`config.mk`:
```
export PLATFORM = sky130hd
export DESIGN_NAME = fault_qualifier
export DESIGN_NICKNAME = d
export VERILOG_FILES = /design/src/rtl/fq_pkg.sv /design/src/rtl/fq_strobe.sv /design/src/rtl/fq_ovp_count.sv /design/src/rtl/fq_ocp2_fsm.sv /design/src/rtl/fault_qualifier.sv
export SDC_FILE = /design/constraint.sdc
export NUM_CORES = 1
export LEC_CHECK = 0
export BUFFER_PORTS_ARGS = -buffer_cell sky130_fd_sc_hd__clkbuf_2
export CAP_MARGIN = 15
export CORE_MARGIN = 3
export CORE_UTILIZATION = 50
export CTS_CLUSTER_SIZE = 24
export DETAILED_ROUTE_END_ITERATION = 10
export PLACE_DENSITY_LB_ADDON = 0.3
export SYNTH_ARGS = -nofsm -noshare
export SYNTH_HDL_FRONTEND = slang
export SYNTH_SLANG_ARGS = --single-unit
export TNS_END_PERCENT = 50
```
`constraint.sdc`:
```
create_clock -name clk -period 4.7 [get_ports clk]
set_clock_uncertainty 0.2 [all_clocks]
set_input_delay 0.94 -clock clk [delete_from_list [all_inputs] [get_ports clk]]
set_output_delay 0.94 -clock clk [all_outputs]
set_load 0.01 [all_outputs]
```
`src/rtl/fq_pkg.sv`:
```
package fq_pkg;
  typedef enum logic [1:0] {
    OCP_IDLE = 2'd0,
    OCP_WARN = 2'd1,
    OCP_SHUT = 2'd2
  } ocp_state_e;
endpackage

```
`src/rtl/fq_strobe.sv`:
```
// Off-time sampling window: one window per switching cycle.
module fq_strobe #(
  parameter int STROBE_CLKS = 275
) (
  input  logic clk,
  input  logic rst_n,
  input  logic cycle_start,
  input  logic sw_off,
  input  logic ovp_cmp,
  output logic sample_hit
);
  localparam int SW = $clog2(STROBE_CLKS + 1);
  localparam logic [SW-1:0] WIN_LAST = SW'(STROBE_CLKS);

  logic          off_q, off_d;
  logic          taken_q, taken_d;
  logic [SW-1:0] win_q, win_d;
  logic          ok_q, ok_d;
  logic          hit_q, hit_d;
  logic          off_rise;

  assign off_rise = sw_off & ~off_q;

  always_comb begin
    off_d   = sw_off;
    taken_d = taken_q;
    win_d   = win_q;
    ok_d    = ok_q;
    hit_d   = hit_q;
    if (cycle_start) begin
      taken_d = 1'b0;
      win_d   = '0;
      ok_d    = 1'b0;
      hit_d   = 1'b0;
    end else if (win_q == WIN_LAST) begin
      hit_d = ok_q;
      win_d = '0;
    end else if (win_q != '0) begin
      if (sw_off) begin
        win_d = win_q + SW'(1);
        ok_d  = ok_q & ovp_cmp;
      end else begin
        win_d = '0;
        ok_d  = 1'b0;
      end
    end else if (off_rise && !taken_q) begin
      taken_d = 1'b1;
      win_d   = SW'(1);
      ok_d    = ovp_cmp;
    end
  end

  always_ff @(posedge clk or negedge rst_n) begin
    if (!rst_n) begin
      off_q   <= 1'b0;
      taken_q <= 1'b0;
      win_q   <= '0;
      ok_q    <= 1'b0;
      hit_q   <= 1'b0;
    end else begin
      off_q   <= off_d;
      taken_q <= taken_d;
      win_q   <= win_d;
      ok_q    <= ok_d;
      hit_q   <= hit_d;
    end
  end

  assign sample_hit = hit_q;

  AST_HIT_NEEDS_FULL_WINDOW: assert property (@(posedge clk) disable iff (!rst_n)
    $rose(hit_q) |-> ($past(win_q) == WIN_LAST && $past(ok_q)));
  AST_HIT_CLEARED_AT_CYCLE: assert property (@(posedge clk) disable iff (!rst_n)
    cycle_start |=> !hit_q);
  AST_SINGLE_WINDOW: assert property (@(posedge clk) disable iff (!rst_n)
    (taken_q && win_q == '0 && !cycle_start) |=> win_q == '0);
endmodule

```
`src/rtl/fq_ovp_count.sv`:
```
// Consecutive-cycle counter for the overvoltage channel.
module fq_ovp_count #(
  parameter int OVP_CONFIRM = 4,
  localparam int CW = $clog2(OVP_CONFIRM + 1)
) (
  input  logic          clk,
  input  logic          rst_n,
  input  logic          cycle_start,
  input  logic          sample_hit,
  output logic [CW-1:0] cnt,
  output logic          fault
);
  localparam logic [CW-1:0] CNT_TOP = CW'(OVP_CONFIRM);

  logic [CW-1:0] cnt_q, cnt_d;
  logic          fault_q, fault_d;
  logic          cnt_en;

  assign cnt_en = cycle_start & ~fault_q;

  always_comb begin
    cnt_d   = cnt_q;
    fault_d = fault_q;
    if (cnt_en) begin
      if (sample_hit) begin
        cnt_d = cnt_q + CW'(1);
        if (cnt_q == CNT_TOP - CW'(1)) fault_d = 1'b1;
      end else begin
        cnt_d = '0;
      end
    end
  end

  always_ff @(posedge clk or negedge rst_n) begin
    if (!rst_n) begin
      cnt_q   <= '0;
      fault_q <= 1'b0;
    end else begin
      cnt_q   <= cnt_d;
      fault_q <= fault_d;
    end
  end

  assign cnt   = cnt_q;
  assign fault = fault_q;

  AST_CNT_BOUND: assert property (@(posedge clk) disable iff (!rst_n)
    cnt_q <= CNT_TOP);
  AST_CNT_ZERO_ON_MISS: assert property (@(posedge clk) disable iff (!rst_n)
    (cycle_start && !sample_hit && !fault_q) |=> cnt_q == '0);
  AST_CNT_ONLY_AT_BOUNDARY: assert property (@(posedge clk) disable iff (!rst_n)
    !cycle_start |=> $stable(cnt_q));
  AST_FAULT_STICKY: assert property (@(posedge clk) disable iff (!rst_n)
    fault_q |=> (fault_q && cnt_q == CNT_TOP));
endmodule

```
`src/rtl/fq_ocp2_fsm.sv`:
```
// Warning / shutdown state machine for the second-level overcurrent channel.
module fq_ocp2_fsm
  import fq_pkg::*;
(
  input  logic clk,
  input  logic rst_n,
  input  logic cycle_start,
  input  logic ocp2_cmp,
  input  logic uvlo,
  output logic warn,
  output logic shut
);
  ocp_state_e state_q, state_d;
  logic       cur_q, cur_d;   // a trip has occurred in the current cycle

  always_comb begin
    state_d = state_q;
    cur_d   = cur_q;
    if (uvlo) begin
      state_d = OCP_IDLE;
      cur_d   = 1'b0;
    end else if (cycle_start) begin
      if (state_q == OCP_WARN && !cur_q) state_d = OCP_IDLE;
      cur_d = 1'b0;
    end else begin
      unique case (state_q)
        OCP_IDLE: if (ocp2_cmp) begin
          state_d = OCP_WARN;
          cur_d   = 1'b1;
        end
        OCP_WARN: if (ocp2_cmp && !cur_q) state_d = OCP_SHUT;
        OCP_SHUT: state_d = OCP_SHUT;
        default:  state_d = OCP_IDLE;
      endcase
    end
  end

  always_ff @(posedge clk or negedge rst_n) begin
    if (!rst_n) begin
      state_q <= OCP_IDLE;
      cur_q   <= 1'b0;
    end else begin
      state_q <= state_d;
      cur_q   <= cur_d;
    end
  end

  assign warn = (state_q == OCP_WARN);
  assign shut = (state_q == OCP_SHUT);

  AST_WARN_NEEDS_TRIP: assert property (@(posedge clk) disable iff (!rst_n)
    $rose(warn) |-> $past(ocp2_cmp));
  AST_SHUT_FROM_WARN: assert property (@(posedge clk) disable iff (!rst_n)
    $rose(shut) |-> ($past(warn) && $past(ocp2_cmp)));
  AST_STATES_EXCLUSIVE: assert property (@(posedge clk) disable iff (!rst_n)
    $onehot0({warn, shut}));
  AST_SHUT_HOLDS: assert property (@(posedge clk) disable iff (!rst_n)
    (shut && !uvlo) |=> shut);
  AST_UVLO_TO_IDLE: assert property (@(posedge clk) disable iff (!rst_n)
    uvlo |=> (!warn && !shut));
endmodule

```
`src/rtl/fault_qualifier.sv`:
```
module fault_qualifier #(
  parameter int STROBE_CLKS = 275,
  parameter int OVP_CONFIRM = 4,
  localparam int CW = $clog2(OVP_CONFIRM + 1)
) (
  input  logic          clk,
  input  logic          rst_n,
  input  logic          cycle_start,
  input  logic          sw_off,
  input  logic          ovp_cmp,
  input  logic          ocp2_cmp,
  input  logic          uvlo,
  output logic          ovp_fault,
  output logic [CW-1:0] ovp_cnt,
  output logic          ovp_sample,
  output logic          ocp2_warn,
  output logic          ocp2_shutdown
);
  logic hit;

  fq_strobe #(.STROBE_CLKS(STROBE_CLKS)) u_strobe (
    .clk        (clk),
    .rst_n      (rst_n),
    .cycle_start(cycle_start),
    .sw_off     (sw_off),
    .ovp_cmp    (ovp_cmp),
    .sample_hit (hit)
  );

  fq_ovp_count #(.OVP_CONFIRM(OVP_CONFIRM)) u_count (
    .clk        (clk),
    .rst_n      (rst_n),
    .cycle_start(cycle_start),
    .sample_hit (hit),
    .cnt        (ovp_cnt),
    .fault      (ovp_fault)
  );

  fq_ocp2_fsm u_ocp2 (
    .clk        (clk),
    .rst_n      (rst_n),
    .cycle_start(cycle_start),
    .ocp2_cmp   (ocp2_cmp),
    .uvlo       (uvlo),
    .warn       (ocp2_warn),
    .shut       (ocp2_shutdown)
  );

  assign ovp_sample = hit;

  AST_FAULT_IMPLIES_FULL_COUNT: assert property (@(posedge clk) disable iff (!rst_n)
    ovp_fault |-> ovp_cnt == CW'(OVP_CONFIRM));
endmodule

```
==> reports/results.ini, run 1 <==
[clock_network]
cts_hold_buffers = 0
cts_tree = built
clock_sinks = 20
cts_max_path_buffers = 2
post_cts_buffers = 0
cts-buffers-inserted = 3
ctsResizeCount = 0
clock_latency_ns = 0.29
cts-root-buf = clkbuf_4
clk_pin_slew_ns = 0.11
cts-htree-levels = 1

[timing]
slew-limit-headroom_pct = 67.13
period_share_pct = 48.76
max_freq_mhz = 436.4
final_hold_viol_count = 0
rsz0062_at_grt = false
finalSetupViolations = 0
period_needed_ns = 2.292
worst_pin_slew_ns = 0.4931
drv_slew = 0
whs_ns = 0.3000
finalSetupTns_ns = 0

[power_and_ir_drop]
p_switching_w = 0.00008376
p_per_area_mw_per_mm2 = 271.9
p_leak_nw = 0.5471
power_w = 0.0003287
power_frac_seq_pct = 55.8
p_int_w = 0.0002449
ir_worst_vdd_mv = 0.2056
p_clk_share_pct = 29.8
comb_power_share_pct = 14.4
switching_share_pct = 25.48

[logic_synthesis]
ys_top_cells_by_area = dfrtp_1, ha_1, nor2_1, xnor2_1, o32ai_2
ys_seq_elements = 20
syn-mean-instance-area_sq_um = 9.807
synth_common_cells = dfrtp_1, nor2_1, nand2_1, ha_1, inv_1
async_flop_share_pct = 100.0
synth.top_cell.area_share_pct = 45.98
syn_inst = 111
synth_edf_count = 0
yosysUniqueCellTypes = 33
ys_seq_area_share_pct = 45.98
yosys_warnings = 0
synth_ff_type = dfrtp_1
yosysMostFrequentCell = dfrtp_1
syn_nets = 125
yosysTopAreaCell = dfrtp_1
syn_area_sq_mm = 0.001089

[cells_and_area]
diodes = 0
fin_cells = 153
syn2layout_area_growth_pct = 11.03
drive_gt1_share_pct = 22.22
fin_util_pct = 60.38
nNetsFinal = 141

[worst_hold_path]
hold_class = reg -> reg

[floorplanning]
die_y_microns = 52.66
num_rows = 16
dieWidth_microns = 52.66
start_util_pct = 54.38
io_pins = 14
dieArea_sq_mm = 0.002773
core_area_sq_mm = 0.002002

[flow_run]
maxCapViolCount = 0

[global_routing]
grt_max_degree = 21
antenna_found_initial = 0
grt_overflow = 0
grt_pass1_wl_microns = 3312
grt_pass1_vias = 763
grt_usage_pct = 16.19

[worst_setup_path]
r2r_start = u_strobe.win_q[0]
worstSetupEndpoint = ocp2_warn
cp_data_arrival_time_ns = 1.15
rrSetupSlack_ns = 2.81
r2r_end = u_strobe.win_q[1]
end_kind = output pin
critPathMaxFanout = 4
required_ns = 3.56
reg2regPathDepth = 5
crit_type = reg -> out
crit_start = u_ocp2.state_q[1]
start_kind = register

[detailed_routing]
first_pass_iters = 4
drc_errors = 0
post_drt_wl_per_cell_microns = 12.38
ant_nets = 0
num_vias = 827
first_iter_violations = 10
drt-total-wl_microns = 1894
via_per_inst = 5.405

[placed_design]
port_buffers = 13
routabilityCongestion = 0.8033
dp.cells = 149
dp_hpwl_microns = 1424

[status]
status = finished, final reports clean

-- critical path: stages (launching register included) --
cell,delay [ns]
dfrtp_1,0.40
inv_1,0.11
ha_1,0.21
clkbuf_2,0.15
-- registers in the layout, indices dropped and copies added (netlist names) --
name	flops
u_count.cnt	3
u_count.fault	1
u_ocp2.state_q	2
u_strobe.ok_q	1
u_ocp2.cur_q	1
u_strobe.off_q	1
u_strobe.taken_q	1
u_strobe.win_q	9
u_strobe.sample_hit	1
-- through the flow --
stage	setup WS (ns)	area, sq um
2_1_floorplan	2.664	1089
3_3_place_gp	2.441	1172
3_5_place_dp	2.392	1172
4_1_cts	2.391	1209
5_1_grt	2.329	1209
6_report	2.408	1209
-- how the worst min path moves through the flow --
stage / start / end / slack [ns] / depth (start not counted)
finish: u_count.fault / u_count.fault / 0.30 / 1
global route: u_count.fault / u_count.fault / 0.34 / 1
CTS: u_count.fault / u_count.fault / 0.30 / 1
detailed placement: u_count.fault / u_count.fault / 0.28 / 1
global placement: u_count.fault / u_count.fault / 0.27 / 1
floorplan: u_strobe.taken_q / u_strobe.taken_q / 0.28 / 2
-- power groups by stage --
stage | registers [W] | clock network (W) | logic, W
3_5_place_dp | 0.000187 | 0 | 0.0000477
2_1_floorplan | 0.000186 | 0 | 0.0000347
6_report | 0.000183 | 0.0000980 | 0.0000473
4_1_cts | 0.000183 | 0.000103 | 0.0000481
5_1_grt | 0.000184 | 0.000111 | 0.0000537
3_3_place_gp | 0.000187 | 0 | 0.0000462
-- final cells by class --
type	count	area [sq um]
Fill cell	188	793.3
Clock buffer	4	36.28
Tap cell	27	33.78
Inverter	7	26.28
Sequential cell	20	500.5
Multi-Input combinational cell	82	546.8
Timing Repair Buffer	13	65.06
-- cell families (layout without fill, tap and decap cells) --
kind of cell | Yosys count | in the layout | share of synthesized area, %
flip-flops | 20 | 20 | 45.98
adder cells (fa/ha/maj) | 7 | 7 | 8.046
multiplexers | 1 | 1 | 0.9196
AND/OR/NAND/NOR | 48 | 48 | 22.53
buffers and inverters | 9 | 24 | 3.793
AO/OA/AOI/OAI | 19 | 19 | 13.10
XOR/XNOR | 7 | 7 | 5.632
-- per-layer routing --
layer | up-vias | track usage (%) | routed length (microns)
met4 | 0 | 5.106 | 12
met2 | 12 | 27.48 | 943
met1 | 402 | 20.32 | 869
li1 | 411 | - | -
met5 | - | 0 | 0
met3 | 2 | 3.419 | 68
-- placed cells by master (no fill, tap or decap), types with 2 or more instances in the layout --
| cell | synthesis | routed |
|---|---|---|
| dfrtp_1 | 20 | 20 |
| nor2_1 | 19 | 19 |
| clkbuf_2 | 0 | 13 |
| nand2_1 | 8 | 8 |
| inv_1 | 7 | 7 |
| ha_1 | 7 | 7 |
| nand3_1 | 6 | 6 |
| o21ai_0 | 5 | 5 |
| a21oi_1 | 5 | 5 |
| xnor2_1 | 4 | 4 |
| nand2b_1 | 4 | 4 |
| xor2_1 | 3 | 3 |
| clkbuf_4 | 0 | 3 |
| o32ai_2 | 2 | 2 |
Power figures use the tool's default switching activity.
==> run 2, diff against run 1 <==
--- a/config.mk
+++ b/config.mk
@@ -5,6 +5,7 @@
 export SDC_FILE = /design/constraint.sdc
 export NUM_CORES = 1
 export LEC_CHECK = 0
+export ABC_AREA = 1
 export BUFFER_PORTS_ARGS = -buffer_cell sky130_fd_sc_hd__clkbuf_2
 export CAP_MARGIN = 15
 export CORE_MARGIN = 3
==> constraint.sdc (replaced) <==
create_clock -name clk -period 2 [get_ports clk]
set_clock_uncertainty 0.2 [all_clocks]
set_input_delay 0.4 -clock clk [delete_from_list [all_inputs] [get_ports clk]]
set_output_delay 0.4 -clock clk [all_outputs]
set_load 0.01 [all_outputs]
==> run 2 against run 1 <==
Compared with the run above: register-to-register slack lost 2.4 ns; clock-buffer cell count is the same; combinational power grew to 3.7 times the previous value; critical path depth is the same; highest routed layer unchanged.
==> reports/results.ini, run 2 <==
[status]
status = finished, final reports clean

[floorplanning]
dieWidth_microns = 53.54  ; +1.7%
dieArea_sq_mm = 0.002866  ; +3.4%
io_pins = 14  ; unchanged
start_util_pct = 55.33  ; +0.96 points
core_area_sq_mm = 0.002042  ; +2.0%
die_y_microns = 53.54  ; +1.7%
num_rows = 16  ; unchanged

[logic_synthesis]
synth_ff_type = dfrtp_1
yosys_warnings = 0  ; unchanged
synth.top_cell.area_share_pct = 44.30  ; -1.7 points
syn_area_sq_mm = 0.001130  ; +3.8%
syn_nets = 153  ; +22%
yosysMostFrequentCell = nand2_1
ys_seq_elements = 20  ; unchanged
syn_inst = 139  ; +25%
syn-mean-instance-area_sq_um = 8.128  ; -17%
ys_seq_area_share_pct = 44.30  ; -1.7 points
yosysTopAreaCell = dfrtp_1
yosysUniqueCellTypes = 21  ; -36%
synth_common_cells = nand2_1, dfrtp_1, inv_1, nor2_1, nand3_1
async_flop_share_pct = 100.0  ; unchanged
synth_edf_count = 0  ; unchanged
ys_top_cells_by_area = dfrtp_1, nand2_1, ha_1, inv_1, nand3_1

[timing]
max_freq_mhz = 575.5
period_needed_ns = 1.738
final_hold_viol_count = 0  ; unchanged
worst_pin_slew_ns = 0.4883  ; -0.004749 ns
whs_ns = 0.04540  ; -0.2546 ns
finalSetupTns_ns = 0  ; unchanged
drv_slew = 0  ; unchanged
period_share_pct = 86.88
rsz0062_at_grt = false
slew-limit-headroom_pct = 67.45  ; +0.32 points
finalSetupViolations = 0  ; unchanged

[cells_and_area]
fillers = 183  ; -2.7%
final_common_cell = nand2_1
final_cell_mix = nand2_1, dfrtp_1, inv_1
fin_util_pct = 62.44  ; +2.1 points
drive_gt1_share_pct = 22.93  ; +0.71 points
diodes = 0  ; unchanged
largest_register = u_strobe.win_q
largest_register_ffs = 9  ; unchanged
syn2layout_area_growth_pct = 12.85
nNetsFinal = 172  ; +22%

[clock_network]
cts_max_path_buffers = 2  ; unchanged
ctsResizeCount = 0  ; unchanged
clk_pin_slew_ns = 0.11  ; about the same
post_cts_buffers = 0  ; unchanged
cts_tree = built
cts-htree-levels = 1  ; unchanged
clock_latency_ns = 0.30  ; about the same
cts-root-buf = clkbuf_4
cts_hold_buffers = 1  ; +1
clock_sinks = 20  ; unchanged
cts-buffers-inserted = 3  ; unchanged

[detailed_routing]
first_iter_violations = 11  ; +1
drt-total-wl_microns = 2136  ; +13%
num_vias = 906  ; +9.6%
drc_errors = 0  ; unchanged
post_drt_wl_per_cell_microns = 11.61  ; -6.2%
via_per_inst = 4.924  ; -8.9%
first_pass_iters = 4  ; unchanged
ant_nets = 0  ; unchanged

[power_and_ir_drop]
power_frac_seq_pct = 52.8  ; -3.0 points
p_clk_share_pct = 26.8  ; -3.0 points
comb_power_share_pct = 20.4  ; +6.0 points
p_per_area_mw_per_mm2 = 674.5  ; +150%
p_switching_w = 0.0002544  ; +200%
ir_worst_vdd_mv = 0.6350  ; +210%
switching_share_pct = 29.59  ; +4.1 points
p_int_w = 0.0006055  ; +150%
p_leak_nw = 0.6587  ; +20%

[worst_hold_path]
hold_start = sw_off
holdPathEnd = u_strobe.off_q
hold_depth = 1  ; unchanged
hold_class = in -> reg

[global_routing]
grt_max_degree = 21  ; unchanged
grt_overflow = 0  ; unchanged
grt_pass1_vias = 903  ; +18%
grt_usage_pct = 17.87  ; +1.7 points
antenna_found_initial = 0  ; unchanged
grt_pass1_wl_microns = 3698  ; +12%

[worst_setup_path]
critPathBufInv = 2  ; unchanged
r2r_end = u_strobe.ok_q
critPathTopFamily = flip-flops
critPathMaxFanout = 3  ; -1
start_kind = register
crit_type = reg -> out
path_cells = inv_1 > ha_1 > clkbuf_2
slowest_delay_ns = 0.41  ; about the same
end_kind = output pin
required_ns = 1.40  ; -2.16 ns
reg2regPathDepth = 11  ; +6
rrSetupSlack_ns = 0.43  ; -2.38 ns
critPathSlowestCell = dfrtp_1
cp_data_arrival_time_ns = 1.14  ; about the same
r2r_start = u_strobe.win_q[0]

[flow_run]
maxCapViolCount = 0  ; unchanged

[placed_design]
dp_hpwl_microns = 1647  ; +16%
routabilityCongestion = 0.8782  ; +9.3%
port_buffers = 13  ; unchanged

## run 2: cell types whose count changed in the layout (fill, tap and decap cells not counted), sizes merged, moves of 4 or more
cell	previous run	this run
inv	7	23
nand2	9	36
nand2b	4	0
nand3	6	12
o21ai	5	9
## run 2: worst register-to-register path: stages, from the launching register on
cell and delay, ns:
dfrtp_1 0.44, inv_1 0.08, ha_1 0.16, inv_1 0.04, nor2_1 0.08, nand2_1 0.07, nor2_2 0.13, nand2_2 0.09
nand2_2 0.08, inv_2 0.03, nand2_1 0.04, nand2_1 0.04
## run 2: layer usage
metal / global-route usage (%) / wire (microns) / vias to the layer above / share of wire (%)
li1: - / - / 466 / -
met1: 20.07 / 928 / 419 / 43
met2: 32.24 / 1077 / 19 / 50
met3: 6.925 / 117 / 2 / 5.5
met4: 2.979 / 13 / 0 / 0.61
met5: 0 / 0 / - / 0
## run 2: metrics by stage
step           std cells  area [sq um]  power (W)  setup slack [ns]
2_1_floorplan        139          1130  0.0005825            0.5571
3_3_place_gp         179          1229  0.0006328            0.4773
3_5_place_dp         179          1229  0.0006368            0.4336
4_1_cts              184          1275  0.0008738            0.2381
5_1_grt              184          1275  0.0009132            0.1904
6_report             184          1275  0.0008599            0.2624
## run 2: how the worst max path moves through the flow
stage                      start       endpoint  slack [ns]  depth (start not counted)
4_1_cts        u_ocp2.state_q[1]      ocp2_warn        0.24                          3
5_1_grt        u_ocp2.state_q[1]      ocp2_warn        0.19                          3
2_1_floorplan  u_strobe.win_q[0]  u_strobe.ok_q        0.56                         11
6_report       u_ocp2.state_q[1]      ocp2_warn        0.26                          3
3_5_place_dp   u_strobe.win_q[0]  u_strobe.ok_q        0.43                         11
3_3_place_gp   u_strobe.win_q[0]  u_strobe.ok_q        0.48                         11
## run 2: layout make-up
type	count	area [sq um]	area share [%]
sequential	20	500.5	39.25
inverter	23	86.33	6.771
clock buffer	4	36.28	2.846
tap	27	33.78	2.650
timing repair buffer	14	75.07	5.888
multi-input combinational	96	543.0	42.59
## run 2: cell families (layout without fill, tap and decap cells)
family	after synthesis	in the layout	synth area share [%]
buf+inv	23	41	7.641
simple gates	68	68	27.46
flops	20	20	44.30
compound gates	16	16	8.971
fa+ha+maj	7	7	7.752
xor+xnor	5	5	3.876
## run 2: power groups by stage
| stage | registers, W | logic (W) | clock network (W) |
|---|---|---|---|
| global placement | 0.000459 | 0.000174 | 0 |
| global route | 0.000458 | 0.000202 | 0.000253 |
| floorplan | 0.000457 | 0.000125 | 0 |
| CTS | 0.000453 | 0.000178 | 0.000243 |
| finish | 0.000454 | 0.000176 | 0.000230 |
| detailed placement | 0.000461 | 0.000176 | 0 |
